### src/rtl/irq_ctrl_pkg.sv
package irq_ctrl_pkg;

  typedef enum logic [1:0] {
    LV_IDLE       = 2'd0,
    LV_LO         = 2'd1,
    LV_HI         = 2'd2,
    LV_HI_OVER_LO = 2'd3
  } lvl_state_e;

  localparam logic [1:0] RA_FLAG = 2'd0;
  localparam logic [1:0] RA_EN   = 2'd1;
  localparam logic [1:0] RA_PRIO = 2'd2;
  localparam logic [1:0] RA_CTRL = 2'd3;

  localparam int CB_GA   = 0;
  localparam int CB_GB   = 1;
  localparam int CB_MODE = 2;

  // Level state reached when a request is accepted.
  function automatic lvl_state_e st_after_take(input lvl_state_e s, input logic hi);
    if (!hi) return LV_LO;
    return (s == LV_LO) ? LV_HI_OVER_LO : LV_HI;
  endfunction

  // Level state reached on a return strobe.
  function automatic lvl_state_e st_after_ret(input lvl_state_e s);
    case (s)
      LV_HI_OVER_LO: return LV_LO;
      default:       return LV_IDLE;
    endcase
  endfunction

  // Whether the current state admits a request of the given level.
  function automatic logic level_admitted(input lvl_state_e s, input logic hi);
    if (hi) return (s == LV_IDLE) || (s == LV_LO);
    return s == LV_IDLE;
  endfunction

endpackage

### src/rtl/irq_src_regs.sv
module irq_src_regs #(
  parameter int NUM_SRC = 8
) (
  input  logic               clk,
  input  logic               rst_n,
  input  logic [NUM_SRC-1:0] src_evt,
  input  logic               wr_flag,
  input  logic               wr_en,
  input  logic               wr_prio,
  input  logic [NUM_SRC-1:0] wdata,
  output logic [NUM_SRC-1:0] flag_q,
  output logic [NUM_SRC-1:0] en_q,
  output logic [NUM_SRC-1:0] prio_q
);
  logic [NUM_SRC-1:0] flag_d;

  for (genvar i = 0; i < NUM_SRC; i++) begin : g_flag
    // an event always wins over a clearing write
    assign flag_d[i] = (wr_flag ? wdata[i] : flag_q[i]) | src_evt[i];
  end

  always_ff @(posedge clk) begin
    if (!rst_n) begin
      flag_q <= '0;
      en_q   <= '0;
      prio_q <= '0;
    end else begin
      flag_q <= flag_d;
      if (wr_en)   en_q   <= wdata;
      if (wr_prio) prio_q <= wdata;
    end
  end
endmodule

### src/rtl/irq_arbiter.sv
module irq_arbiter
  import irq_ctrl_pkg::*;
#(
  parameter int              NUM_SRC      = 8,
  parameter int              NUM_CORE_SRC = 2,
  parameter int              ADDR_W       = 21,
  parameter logic [ADDR_W-1:0] VEC_HI     = 21'h000008,
  parameter logic [ADDR_W-1:0] VEC_LO     = 21'h000018
) (
  input  logic [NUM_SRC-1:0] flag,
  input  logic [NUM_SRC-1:0] en,
  input  logic [NUM_SRC-1:0] prio,
  input  logic               mode,
  input  logic               gbl_a,
  input  logic               gbl_b,
  input  lvl_state_e         state,
  output logic               req,
  output logic               hi,
  output logic [ADDR_W-1:0]  vec
);
  localparam logic [NUM_SRC-1:0] PERIPH_MASK = {NUM_SRC{1'b1}} << NUM_CORE_SRC;

  logic [NUM_SRC-1:0] armed;
  logic single_go, hi_go, lo_go;

  assign armed     = flag & en;
  assign single_go = gbl_a & ((|(armed & ~PERIPH_MASK)) | (gbl_b & (|(armed & PERIPH_MASK))));
  assign hi_go     = gbl_a & (|(armed & prio))  & level_admitted(state, 1'b1);
  assign lo_go     = gbl_b & (|(armed & ~prio)) & level_admitted(state, 1'b0);

  always_comb begin
    if (!mode) begin
      req = single_go;
      hi  = 1'b1;
    end else begin
      req = hi_go | lo_go;
      hi  = hi_go;
    end
    vec = hi ? VEC_HI : VEC_LO;
  end
endmodule

### src/rtl/irq_level_fsm.sv
module irq_level_fsm
  import irq_ctrl_pkg::*;
(
  input  logic       clk,
  input  logic       rst_n,
  input  logic       wr_ctrl,
  input  logic [2:0] ctrl_wdata,
  input  logic       take_ok,
  input  logic       take_hi,
  input  logic       ret,
  output logic       mode,
  output logic       gbl_a,
  output logic       gbl_b,
  output lvl_state_e state
);
  always_ff @(posedge clk) begin
    if (!rst_n) begin
      mode  <= 1'b0;
      gbl_a <= 1'b0;
      gbl_b <= 1'b0;
      state <= LV_IDLE;
    end else begin
      if (wr_ctrl) begin
        mode  <= ctrl_wdata[CB_MODE];
        gbl_a <= ctrl_wdata[CB_GA];
        gbl_b <= ctrl_wdata[CB_GB];
      end
      if (take_ok) begin
        if (!mode || take_hi) gbl_a <= 1'b0;
        else                  gbl_b <= 1'b0;
        if (mode) state <= st_after_take(state, take_hi);
      end else if (ret) begin
        if (!mode) begin
          gbl_a <= 1'b1;
        end else begin
          case (state)
            LV_HI, LV_HI_OVER_LO: gbl_a <= 1'b1;
            LV_LO:                gbl_b <= 1'b1;
            default:              ;
          endcase
          state <= st_after_ret(state);
        end
      end
    end
  end
endmodule

### src/rtl/irq_prio_ctrl.sv
module irq_prio_ctrl
  import irq_ctrl_pkg::*;
#(
  parameter int                NUM_SRC      = 8,
  parameter int                NUM_CORE_SRC = 2,
  parameter int                ADDR_W       = 21,
  parameter logic [ADDR_W-1:0] VEC_HI       = 21'h000008,
  parameter logic [ADDR_W-1:0] VEC_LO       = 21'h000018
) (
  input  logic               clk,
  input  logic               rst_n,
  input  logic [NUM_SRC-1:0] src_evt,
  input  logic               reg_we,
  input  logic [1:0]         reg_addr,
  input  logic [NUM_SRC-1:0] reg_wdata,
  output logic [NUM_SRC-1:0] reg_rdata,
  output logic               irq_req,
  output logic               irq_hi,
  output logic [ADDR_W-1:0]  irq_vec,
  input  logic               irq_take,
  input  logic               irq_ret
);
  localparam int CTRL_W = 3;

  logic [NUM_SRC-1:0] flag_q, en_q, prio_q;
  logic               prio_mode, gbl_a, gbl_b;
  lvl_state_e         lvl_state;
  logic               wr_flag, wr_en, wr_prio, wr_ctrl;
  logic               take_ok;

  assign wr_flag = reg_we && (reg_addr == RA_FLAG);
  assign wr_en   = reg_we && (reg_addr == RA_EN);
  assign wr_prio = reg_we && (reg_addr == RA_PRIO);
  assign wr_ctrl = reg_we && (reg_addr == RA_CTRL);
  assign take_ok = irq_take && irq_req;

  irq_src_regs #(.NUM_SRC(NUM_SRC)) u_regs (
    .clk(clk), .rst_n(rst_n), .src_evt(src_evt),
    .wr_flag(wr_flag), .wr_en(wr_en), .wr_prio(wr_prio), .wdata(reg_wdata),
    .flag_q(flag_q), .en_q(en_q), .prio_q(prio_q)
  );

  irq_arbiter #(
    .NUM_SRC(NUM_SRC), .NUM_CORE_SRC(NUM_CORE_SRC), .ADDR_W(ADDR_W),
    .VEC_HI(VEC_HI), .VEC_LO(VEC_LO)
  ) u_arb (
    .flag(flag_q), .en(en_q), .prio(prio_q), .mode(prio_mode),
    .gbl_a(gbl_a), .gbl_b(gbl_b), .state(lvl_state),
    .req(irq_req), .hi(irq_hi), .vec(irq_vec)
  );

  irq_level_fsm u_fsm (
    .clk(clk), .rst_n(rst_n), .wr_ctrl(wr_ctrl), .ctrl_wdata(reg_wdata[CTRL_W-1:0]),
    .take_ok(take_ok), .take_hi(irq_hi), .ret(irq_ret),
    .mode(prio_mode), .gbl_a(gbl_a), .gbl_b(gbl_b), .state(lvl_state)
  );

  always_comb begin
    case (reg_addr)
      RA_FLAG: reg_rdata = flag_q;
      RA_EN:   reg_rdata = en_q;
      RA_PRIO: reg_rdata = prio_q;
      default: reg_rdata = {{(NUM_SRC-CTRL_W){1'b0}}, prio_mode, gbl_b, gbl_a};
    endcase
  end
endmodule

### config.mk
export PLATFORM = sky130hd
export DESIGN_NAME = irq_prio_ctrl
export DESIGN_NICKNAME = d
export VERILOG_FILES = /design/src/rtl/irq_ctrl_pkg.sv /design/src/rtl/irq_src_regs.sv /design/src/rtl/irq_arbiter.sv /design/src/rtl/irq_level_fsm.sv /design/src/rtl/irq_prio_ctrl.sv
export SDC_FILE = /design/constraint.sdc
export NUM_CORES = 1
export LEC_CHECK = 0
export ABC_AREA = 1
export BUFFER_PORTS_ARGS = -buffer_cell sky130_fd_sc_hd__buf_2
export CORE_MARGIN = 8
export CORE_UTILIZATION = 43
export CTS_BUF_LIST = sky130_fd_sc_hd__clkbuf_8
export DETAILED_ROUTE_END_ITERATION = 6
export GPL_TIMING_DRIVEN = 1
export HOLD_SLACK_MARGIN = 0.12
export PLACE_DENSITY_LB_ADDON = 0.08
export SLEW_MARGIN = 20
export SYNTH_ARGS = -nofsm -noshare
export SYNTH_HDL_FRONTEND = slang
export SYNTH_HIERARCHICAL = 1
export SYNTH_SLANG_ARGS = --single-unit
### constraint.sdc
create_clock -name clk -period 1.65 [get_ports clk]
set_input_delay 0.2475 -clock clk [delete_from_list [all_inputs] [get_ports clk]]
set_output_delay 0.2475 -clock clk [all_outputs]
set_load 0.05 [all_outputs]
**After elaboration in Yosys (flattened, before gate mapping)**

Index checks and enable logic that the tools add are counted.

- $lt $le $gt $ge: 0
- Muxes and demuxes: 36
- Div/mod/pow operators: 0
- Equality and inequality tests: 6
- Shifts and indexed selects: 0
- $add $sub $neg: 0
- Reduce and logical (&&, ||, !) cells: 17
- Bitwise logic cells: 20
- Multiply operators: 0

Operator list:

| operator | number |
|---|---|
| 2-to-1 mux 1 bit | 28 |
| bitwise AND 8 bit | 3 |
| case mux 8 bit (3 select lines) | 1 |
| OR reduction 8 bit | 2 |
| 2-to-1 mux 2 bit | 6 |
| OR 1 bit | 10 |
| equality test 2 bit (second input constant) | 4 |
| NOT 8 bit | 1 |
| bitwise AND 1 bit | 6 |
| OR reduction 6 bit | 1 |
| logical AND 1 bit | 5 |
| 2-to-1 mux 5 bit | 1 |
| equality test 2 x 1 -> 1 bit (second input constant) | 2 |
| logical NOT 2 bit | 2 |
| OR reduction 2 bit | 2 |
| logical OR 1 bit | 2 |
| AND reduction 2 bit | 1 |
| nonzero test 2 bit | 1 |
| logical NOT 1 bit | 1 |

- Register bits after elaboration: 29
- Bits in writable memories: 0
- Output and inout bits: 31
- Latch bits: 0
- ROM bits: 0
- Memories: 0
- Bits of input ports: 23

**Logic depth before layout (Yosys ltp)**

Gate-level depths: netlist (run 1).

- Depth in word-level cells: 13
- Mapped depth: 16
- Gate-level depth less buffers: 16

**Modules after synthesis**

Netlist (run 1), hierarchy kept.

By module, submodules not included:

| module | area an instance (µm²) | cells each | sequential area each (µm²) | instances |
|---|---|---|---|---|
| irq_src_regs | 925.9 | 128 | 480.5 | 1 |
| irq_arbiter | 432.9 | 85 | 0.0 | 1 |
| irq_level_fsm | 297.8 | 48 | 100.1 | 1 |
| irq_prio_ctrl | 241.5 | 49 | 0.0 | 1 |

**Worst setup path after synthesis (run 1)**

OpenSTA, ideal clock, no wires.

- Path type: register to register
- Start: reg u_regs.flag_q[6]
- End: reg u_fsm.state[0]
- Required time: 1.536 ns
- Data arrival time: 1.616 ns
- Stages on the path, launching flop included: 16
- Buffers on the path: 0
- Slack: -0.079 ns
- Library setup time: 0.114 ns
- Path through: dfxtp_1 -> nand2_1 -> o21ai_2 -> nor2_1 -> nand2_1 -> nand2_1 -> nand2_1 -> nand2_1 -> nand2_1 -> nand2_1 -> inv_1 -> nand2_1 -> inv_1 -> nand2_1 -> nand2_1 -> a21oi_2

- Elaborated cells between the ends (all ways): 26
- Those cells by class: mux (9); bitwise (11); reduce/logical (6)

RTL lines:

| element | RTL line | source |
|---|---|---|
| start, declared | irq_src_regs.sv:11 | `output logic [NUM_SRC-1:0] flag_q,` |
| start signal, assigned | irq_src_regs.sv:28 | `flag_q <= flag_d;` |
| bitwise AND 8 bit (*) | irq_arbiter.sv:26 | `assign armed = flag & en;` |
| bitwise AND 8 bit (on tied branches) | irq_arbiter.sv:28, irq_arbiter.sv:29 |  |
| OR reduction 8 bit (on tied branches) | irq_arbiter.sv:28, irq_arbiter.sv:29 |  |
| bitwise AND 1 bit (on tied branches) (2 in series) | irq_arbiter.sv:28, irq_arbiter.sv:29 |  |
| OR 1 bit | irq_arbiter.sv:36 | `req = hi_go \| lo_go;` |
| 2-to-1 mux 1 bit (*) | irq_arbiter.sv:32 | `if (!mode) begin` |
| via irq_req | irq_prio_ctrl.sv:17 | `output logic irq_req,` |
| logical AND 1 bit (*) | irq_prio_ctrl.sv:35 | `assign take_ok = irq_take && irq_req;` |
| via take_ok | irq_prio_ctrl.sv:29 | `logic take_ok;` |
| nonzero test 2 bit (no line) | n/a |  |
| AND reduction 2 bit (no line) | n/a |  |
| end signal, assigned | irq_level_fsm.sv:31 | `if (mode) state <= st_after_take(state, take_hi);` |
| end signal, assigned | irq_level_fsm.sv:41 | `state <= st_after_ret(state);` |
| end, declared | irq_level_fsm.sv:14 | `output lvl_state_e state` |

The timed path passes the listed nets; every way through them passes the cells marked *. The select of a mux whose other input is x is not followed.
A chain may end at the register's enable or synchronous reset.

**Worst setup path after layout (run 1)**

- Start: reg u_regs.flag_q[5]
- End: out irq_req

- Longest elaborated chain between the ends: 7
- Elaborated cells between the ends (all ways): 15
- Those cells by class: mux (1); bitwise (11); reduce/logical (3)

RTL lines:

| element | RTL line |
|---|---|
| bitwise AND 8 bit (*) | irq_arbiter.sv:26 |
| bitwise AND 8 bit (on tied branches) | irq_arbiter.sv:28, irq_arbiter.sv:29 |
| OR reduction 8 bit (on tied branches) | irq_arbiter.sv:28, irq_arbiter.sv:29 |
| bitwise AND 1 bit (on tied branches) (2 in series) | irq_arbiter.sv:28, irq_arbiter.sv:29 |
| OR 1 bit | irq_arbiter.sv:36 |
| 2-to-1 mux 1 bit (*) | irq_arbiter.sv:32 |
| end, declared | irq_prio_ctrl.sv:17 |

Mark *: on every way between the ends. The rest lies on a longest branch, timed or not.

==> results of run 1 <==
## power by group through the flow
stage,clock (mW),sequential [mW],combinational (mW)
after detailed placement,0,0.803,0.412
after floorplan,0,0.792,0.353
after global placement,0,0.803,0.414
final,0.616,0.796,0.424
after CTS,0.637,0.793,0.418
after global routing,0.660,0.802,0.464
## final timing paths
check	slack [ps]	cells after the start	endpoint
setup / recovery	30	9	irq_req
setup reg to reg	130	14	u_fsm/state[0]
hold / removal	220	3	u_regs/prio_q[6]
hold reg to reg	520	2	u_regs/prio_q[2]
## logic make-up (layout without fill, tap and decap cells)
kind of cell	count (synthesis)	in the layout
other	2	20
AO/OA/AOI/OAI	24	24
AND/OR/NAND/NOR	187	187
buffers and inverters	68	96
flip-flops	29	29
## repair_timing
action / CTS / global route
endpoints found under the hold margin: 0 / 0
pin swaps: 0 / 7
resized for setup: 19 / 24
endpoints found under the setup margin: 3 / 7
buffers inserted: 1 / 1
## per-stage QoR
step	utilization	instance area [µm²]	hold WS, ps	std cells
floorplan	-	1970	369	328
global placement	0.483	2070	504	398
detailed placement	0.483	2070	516	398
CTS	0.514	2210	214	407
global route	0.525	2250	226	408
finish	0.525	2250	223	408
## worst max-delay path, delay by kind of cell (launching register included)
| kind | cells | cell delay [ps] |
|---|---|---|
| buffers and inverters | 1 | 150 |
| DFF | 1 | 360 |
| and+or+nand+nor | 8 | 570 |
## cell type report
class | count | area, µm²
timing repair buffer | 45 | 274
inverter | 43 | 165
fill | 483 | 2040
multi-input combinational | 231 | 1030
clock buffer | 6 | 82.6
clock inverter | 2 | 13.8
tap | 52 | 65.1
sequential | 29 | 622
## registers in the layout (all words and copies together) (netlist names)
signal,cells
u_regs/en_q,8
u_fsm/mode,1
u_regs/prio_q,8
u_fsm/state,2
u_fsm/gbl_a,1
u_regs/flag_q,8
u_fsm/gbl_b,1
## layout by cell type (no fill, tap or decap), drive strengths merged
master     n
nor2      46
a22o       1
nand2     91
buf       45
nor3       4
clkinvlp   1
inv       42
o21ai     18
dfxtp     29
nor3b      1
nand4      3
conb      20
nand3b     2
a21oi      5
nand3     40
clkinv     2
clkbuf     6
## layer usage
metal  wire length [µm]  up-vias
li1                   -     1014
met1               2260      861
met2               2410       67
met3                469        5
met4                 42        0
met5                  0        -
==> metrics.txt, run 1 <==
drt wl/cell 12.7 µm; IO Count 54; post-route antenna net violation count 0; CP peak stage delay 360 ps; Synth cell types 23; fin worst setup slack 27.6 ps; clk slew on worst S/H paths 60 ps; initial antenna violation count 0; Area growth syn-to-layout 18.8%; sum of negative setup slack 0 ps; Setup Crit Path Kind register to output pin; Worst Path Max Fanout 5; share of the synthesized area in the top cell type 0.306; grt peak-use layer met2; core area 0.00429 mm²; Pwr per Cell Area 814 mW/mm²; clock buffer depth 2; multiplexer share of the synthesized area 0; Num CTS Buffers 5; CP startpoint u_regs/flag_q[5]; Cell Rows 24; Routed WL 5180 µm; GR Util met3 0.0379; final slew viol count 0; VDD IR max 0.000474 V; fin crit period 1620 ps; input/output buffers 33; Synth Area in XOR/XNOR 0; hold buffer count at cts 0; die area 0.00680 mm²; Worst Hold Class primary input to register; gr usage total 0.155; CP required 1400 ps; simple-gate share of the synthesized area 0.423; Post-synth ARST share 0; critical path launch point type register; CP most frequent cell nand2_1; Worst Skew 6.01 ps; CTS Root Cell clkbuf_8; pre-CTS setup slack 71.2 ps; synth warn 6; Crit path arrival time 1370 ps; most common cell in the netlist nand2_1; Comb power frac 0.231; #FFs+latches synth 29; HPWL after DPL 3840 µm; max_cap viols 0; Iteration-0 DRC Markers 136; final setup vio count 0; nets 378; Mapped Cells 310; Synth Area in Compound Gates 0.0732; # diodes 0; total number of vias 1947; Sw Ratio 0.349; clk_lat worst skew 280 ps; slowest CP cell dfxtp_4; Synth Area in Adders 0; die height 82.4 µm; hold_sp reg_wdata[6]; clock sink count 29; Int Power 1.19 mW; worst path cell trace nand3_1, nand2_1, nor2_1, nand2_1, nand2_1, nand2_1, nand2_1, nand2_2, buf_8; synth top area cells dfxtp_1 31%, nand2_1 18%, nand3_1 10%; CTS H-tree depth 2; gpl congestion 0.857; M2 GR Usage 0.250; first-pass GRT wire length 8140 µm; Max Freq 0.616 GHz; unrepaired setup endpoints after global routing yes; register area share after synthesis 0.306; layout cells sized above 1 0.287; clock power share 0.335; largest family of logic cells by synthesized area simple AND/OR/NAND/NOR gates; Static Leakage 1.21 nW; period utilization 0.983; TritonCTS clock tree done; Remaining Overflow, GRT 0; TritonRoute pass-1 iters 4; worst flop-to-flop path startpoint u_regs/prio_q[4]; Design Power 1.84 mW; Starting Density 0.442; net switching power 0.641 mW; vias in the first global route 1716; Avg Cell Area, Syn 6.12 µm²; Post-synth EDFFs 0; Crit. End Element output pin; Final Hold Fails 0; Mapped Area 0.00190 mm²; largest net degree at the start of global routing 28; Synth top cells by count 90 x nand2_1, 42 x nor2_1, 41 x inv_1, 38 x nand3_1, 29 x dfxtp_1; Primary FF master, synth dfxtp_1; via/cell ratio 4.77; status complete, no violations; die width 82.4 µm; Reg power frac 0.434; met1 global-route usage 0.195; biggest area consumer among synthesized cells dfxtp_1; drt drc 0
Note: power is estimated with default switching activity, not from simulation.
==> inputs of run 2 (changes only) <==
Settings changed: ABC_AREA 1 to 0.
Clock period 1.65 ns to 1.38 ns, I/O delays scaled along.
==> run 2 against run 1 <==
Net effect: the run now ends with setup timing left; register-to-register slack got worse by 600 ps; clock-buffer cell count is 1 lower; non-clock buffer count rose by 33; cell area increased by 14%; wire length is 1.6% higher; utilization increased by 12 points; via count fell by 18%; critical endpoint is now u_fsm/gbl_b; synthesized area fell by 6.0%; largest power group unchanged.
==> metrics.txt, run 2 <==
status finished with violations; violated checks setup timing; CTS Root Cell clkbuf_8; Worst Path Max Fanout 4 (-1); VDD IR max 0.000757 V (+60%); simple-gate share of the synthesized area 0.184 (-0.239); IO Count 54 (unchanged); register area share after synthesis 0.325 (+0.0195); Synth cell types 38 (+65%); period utilization 1.34; most common cell in the netlist dfxtp_1; DR WL met2 2520 µm (+4.5%); Design Power 2.22 mW (+21%); Comb power frac 0.276 (+0.045); Hold WS 127 ps (-95.9 ps); unrepaired setup endpoints after global routing yes; Max Freq 0.541 GHz; HPWL after DPL 4020 µm (+4.7%); Sw Ratio 0.329 (-0.0200); clock power share 0.310 (-0.025); Primary FF master, synth dfxtp_1; Iteration-0 DRC Markers 71 (-48%); fin worst setup slack -469 ps (-497 ps); CP peak stage delay 330 ps (-30 ps); share of the synthesized area in the top cell type 0.325 (+0.0195); R2R cell count 10 (-4); gpl congestion 0.868 (+1.3%); gr usage total 0.164 (+0.00823); top layer in use met4; synth top area cells dfxtp_1 33%, mux2i_1 13%, buf_4 9.3%; Final Hold Fails 0 (unchanged); via/cell ratio 5.16 (+8.2%); Reg power frac 0.414 (-0.020); Setup Crit Path Kind register to register; Static Leakage 1.09 nW (-10%); Area growth syn-to-layout 44.4%; die height 80.4 µm (-2.5%); clk slew on worst S/H paths 70 ps (about the same); Crit path arrival time 2060 ps (+690 ps); fin crit period 1850 ps; final setup vio count 10 (+10); worst path cell trace buf_6, nand3_1, nand4_1, o21ai_1, buf_4, o221ai_4, and2_4, and3b_1, or2_1, a21boi_2; CTS H-tree depth 2 (unchanged); TritonRoute pass-1 iters 6 (+2); CP startpoint u_regs/flag_q[3]; Num CTS Buffers 5 (unchanged); commonest non-fill, non-tap cells in the layout 30 x buf_4, 22 x mux2i_1, 22 x buf_6; sum of negative setup slack -3720 ps (-3720 ps); Worst Skew 3.91 ps (-2.10 ps); Synth Area in Adders 0 (unchanged); post-layout util 0.644 (+0.119); drt wl/cell 17.0 µm (+34%); die area 0.00647 mm² (-4.9%); max_cap viols 0 (unchanged); hold buffer count at cts 0 (unchanged); hold path depth 2 (-1); Met1 Routed Length 2230 µm (-1.2%); CP required 1600 ps (+200 ps); critical path launch point type register; Cell Rows 23 (-4.2%); nets 282 (-25%); clock sink count 29 (unchanged); hold_sp src_evt[0]; Synth Area in XOR/XNOR 0 (unchanged); Worst R2R Setup Slack -470 ps (-600 ps); Starting Density 0.446 (+0.00403); layout cells sized above 1 0.527 (+0.240); Synth top cells by count 29 x dfxtp_1, 24 x mux2i_1, 22 x buf_4, 19 x nor2b_1, 11 x nand2_1; #FFs+latches synth 29 (unchanged); largest net degree at the start of global routing 20 (-29%); synth warn 6 (unchanged); initial antenna violation count 0 (unchanged); Post-synth EDFFs 0 (unchanged); Fillers 340 (-30%); Int Power 1.49 mW (+24%); most common cell after layout, fill and taps aside buf_4; Routed WL 5260 µm (+1.6%); vias in the first global route 1665 (-3.0%); largest family of logic cells by synthesized area multiplexers; biggest regs u_regs/en_q x8, u_regs/flag_q x8, u_regs/prio_q x8; first-pass GRT wire length 8300 µm (+2.0%); clk_lat worst skew 280 ps (about the same); post-route antenna net violation count 0 (unchanged); Pwr per Cell Area 860 mW/mm² (+5.6%); Synth Area in Compound Gates 0.127 (+0.0538); net switching power 0.730 mW (+14%); Hold Path Sink u_regs/flag_q[0]; Mapped Area 0.00178 mm² (-6.0%); Worst Hold Class primary input to register; Mapped Cells 183 (-41%); # diodes 0 (unchanged); biggest area consumer among synthesized cells dfxtp_1; input/output buffers 33 (unchanged); Crit. End Element register; total number of vias 1601 (-18%); Remaining Overflow, GRT 0 (unchanged); drt drc 0 (unchanged); worst flop-to-flop path startpoint u_regs/flag_q[3]; multiplexer share of the synthesized area 0.246 (+0.246); Avg Cell Area, Syn 9.75 µm² (+59%); Post-synth ARST share 0 (unchanged); die width 80.4 µm (-2.5%); slowest CP cell dfxtp_2; met3 wire len 411 µm (-12%); TritonCTS clock tree done; final slew viol count 0 (unchanged); core area 0.00400 mm² (-6.8%); clock buffer depth 2 (unchanged); R2R Path End u_fsm/gbl_b
-- run 2: layer usage --
metal	vias up	GRT usage
li1	769	-
met1	745	0.196
met2	78	0.264
met3	9	0.0491
met4	0	0.0691
met5	-	0
-- run 2: per-stage QoR --
step                      setup slack (ps)  cells  cell area, µm²
after floorplan                       -562    201            1920
after global placement                -391    302            2290
after detailed placement              -472    302            2290
after CTS                             -454    310            2500
after global routing                  -568    310            2580
final                                 -469    310            2580
-- run 2: final cells by class --
type	count	area, µm²	share of cell area
Timing Repair Buffer	78	653	0.254
Multi-Input combinational cell	143	1160	0.452
Tap cell	50	62.6	0.0243
Clock inverter	3	16.3	0.00631
Clock buffer	5	68.8	0.0267
Sequential cell	29	604	0.235
Inverter	2	7.51	0.00291
-- run 2: power groups by stage --
stage / clock network [mW] / registers (mW) / logic, mW
2_1_floorplan: 0 / 0.925 / 0.409
3_3_place_gp: 0 / 0.920 / 0.536
3_5_place_dp: 0 / 0.923 / 0.543
4_1_cts: 0.706 / 0.910 / 0.586
5_1_grt: 0.745 / 0.921 / 0.643
6_report: 0.688 / 0.917 / 0.611
-- run 2: worst max path at each step --
stage / to / slack, ps
floorplan: u_fsm/gbl_b / -560
global placement: u_fsm/gbl_b / -390
detailed placement: u_fsm/gbl_b / -470
CTS: u_fsm/gbl_b / -450
global route: u_fsm/gbl_b / -570
finish: u_fsm/gbl_b / -470
-- run 2: worst max-delay path, delay by kind of cell, from the launching register on --
family	cells	cell delay (ps)
AND/OR/NAND/NOR	5	790
buffers and inverters	2	270
AO/OA/AOI/OAI	3	390
flip-flops	1	330
-- run 2: what timing repair did --
item,in CTS,in global routing
endpoints found under the setup margin,15,15
buffers inserted,0,2
gates resized for setup,51,25
pin swaps,10,9
-- run 2: cell families after synthesis --
logic type             count (synthesis)
buffers and inverters                 29
flip-flops                            29
AO/OA/AOI/OAI                         31
multiplexers                          35
AND/OR/NAND/NOR                       57
other                                  2
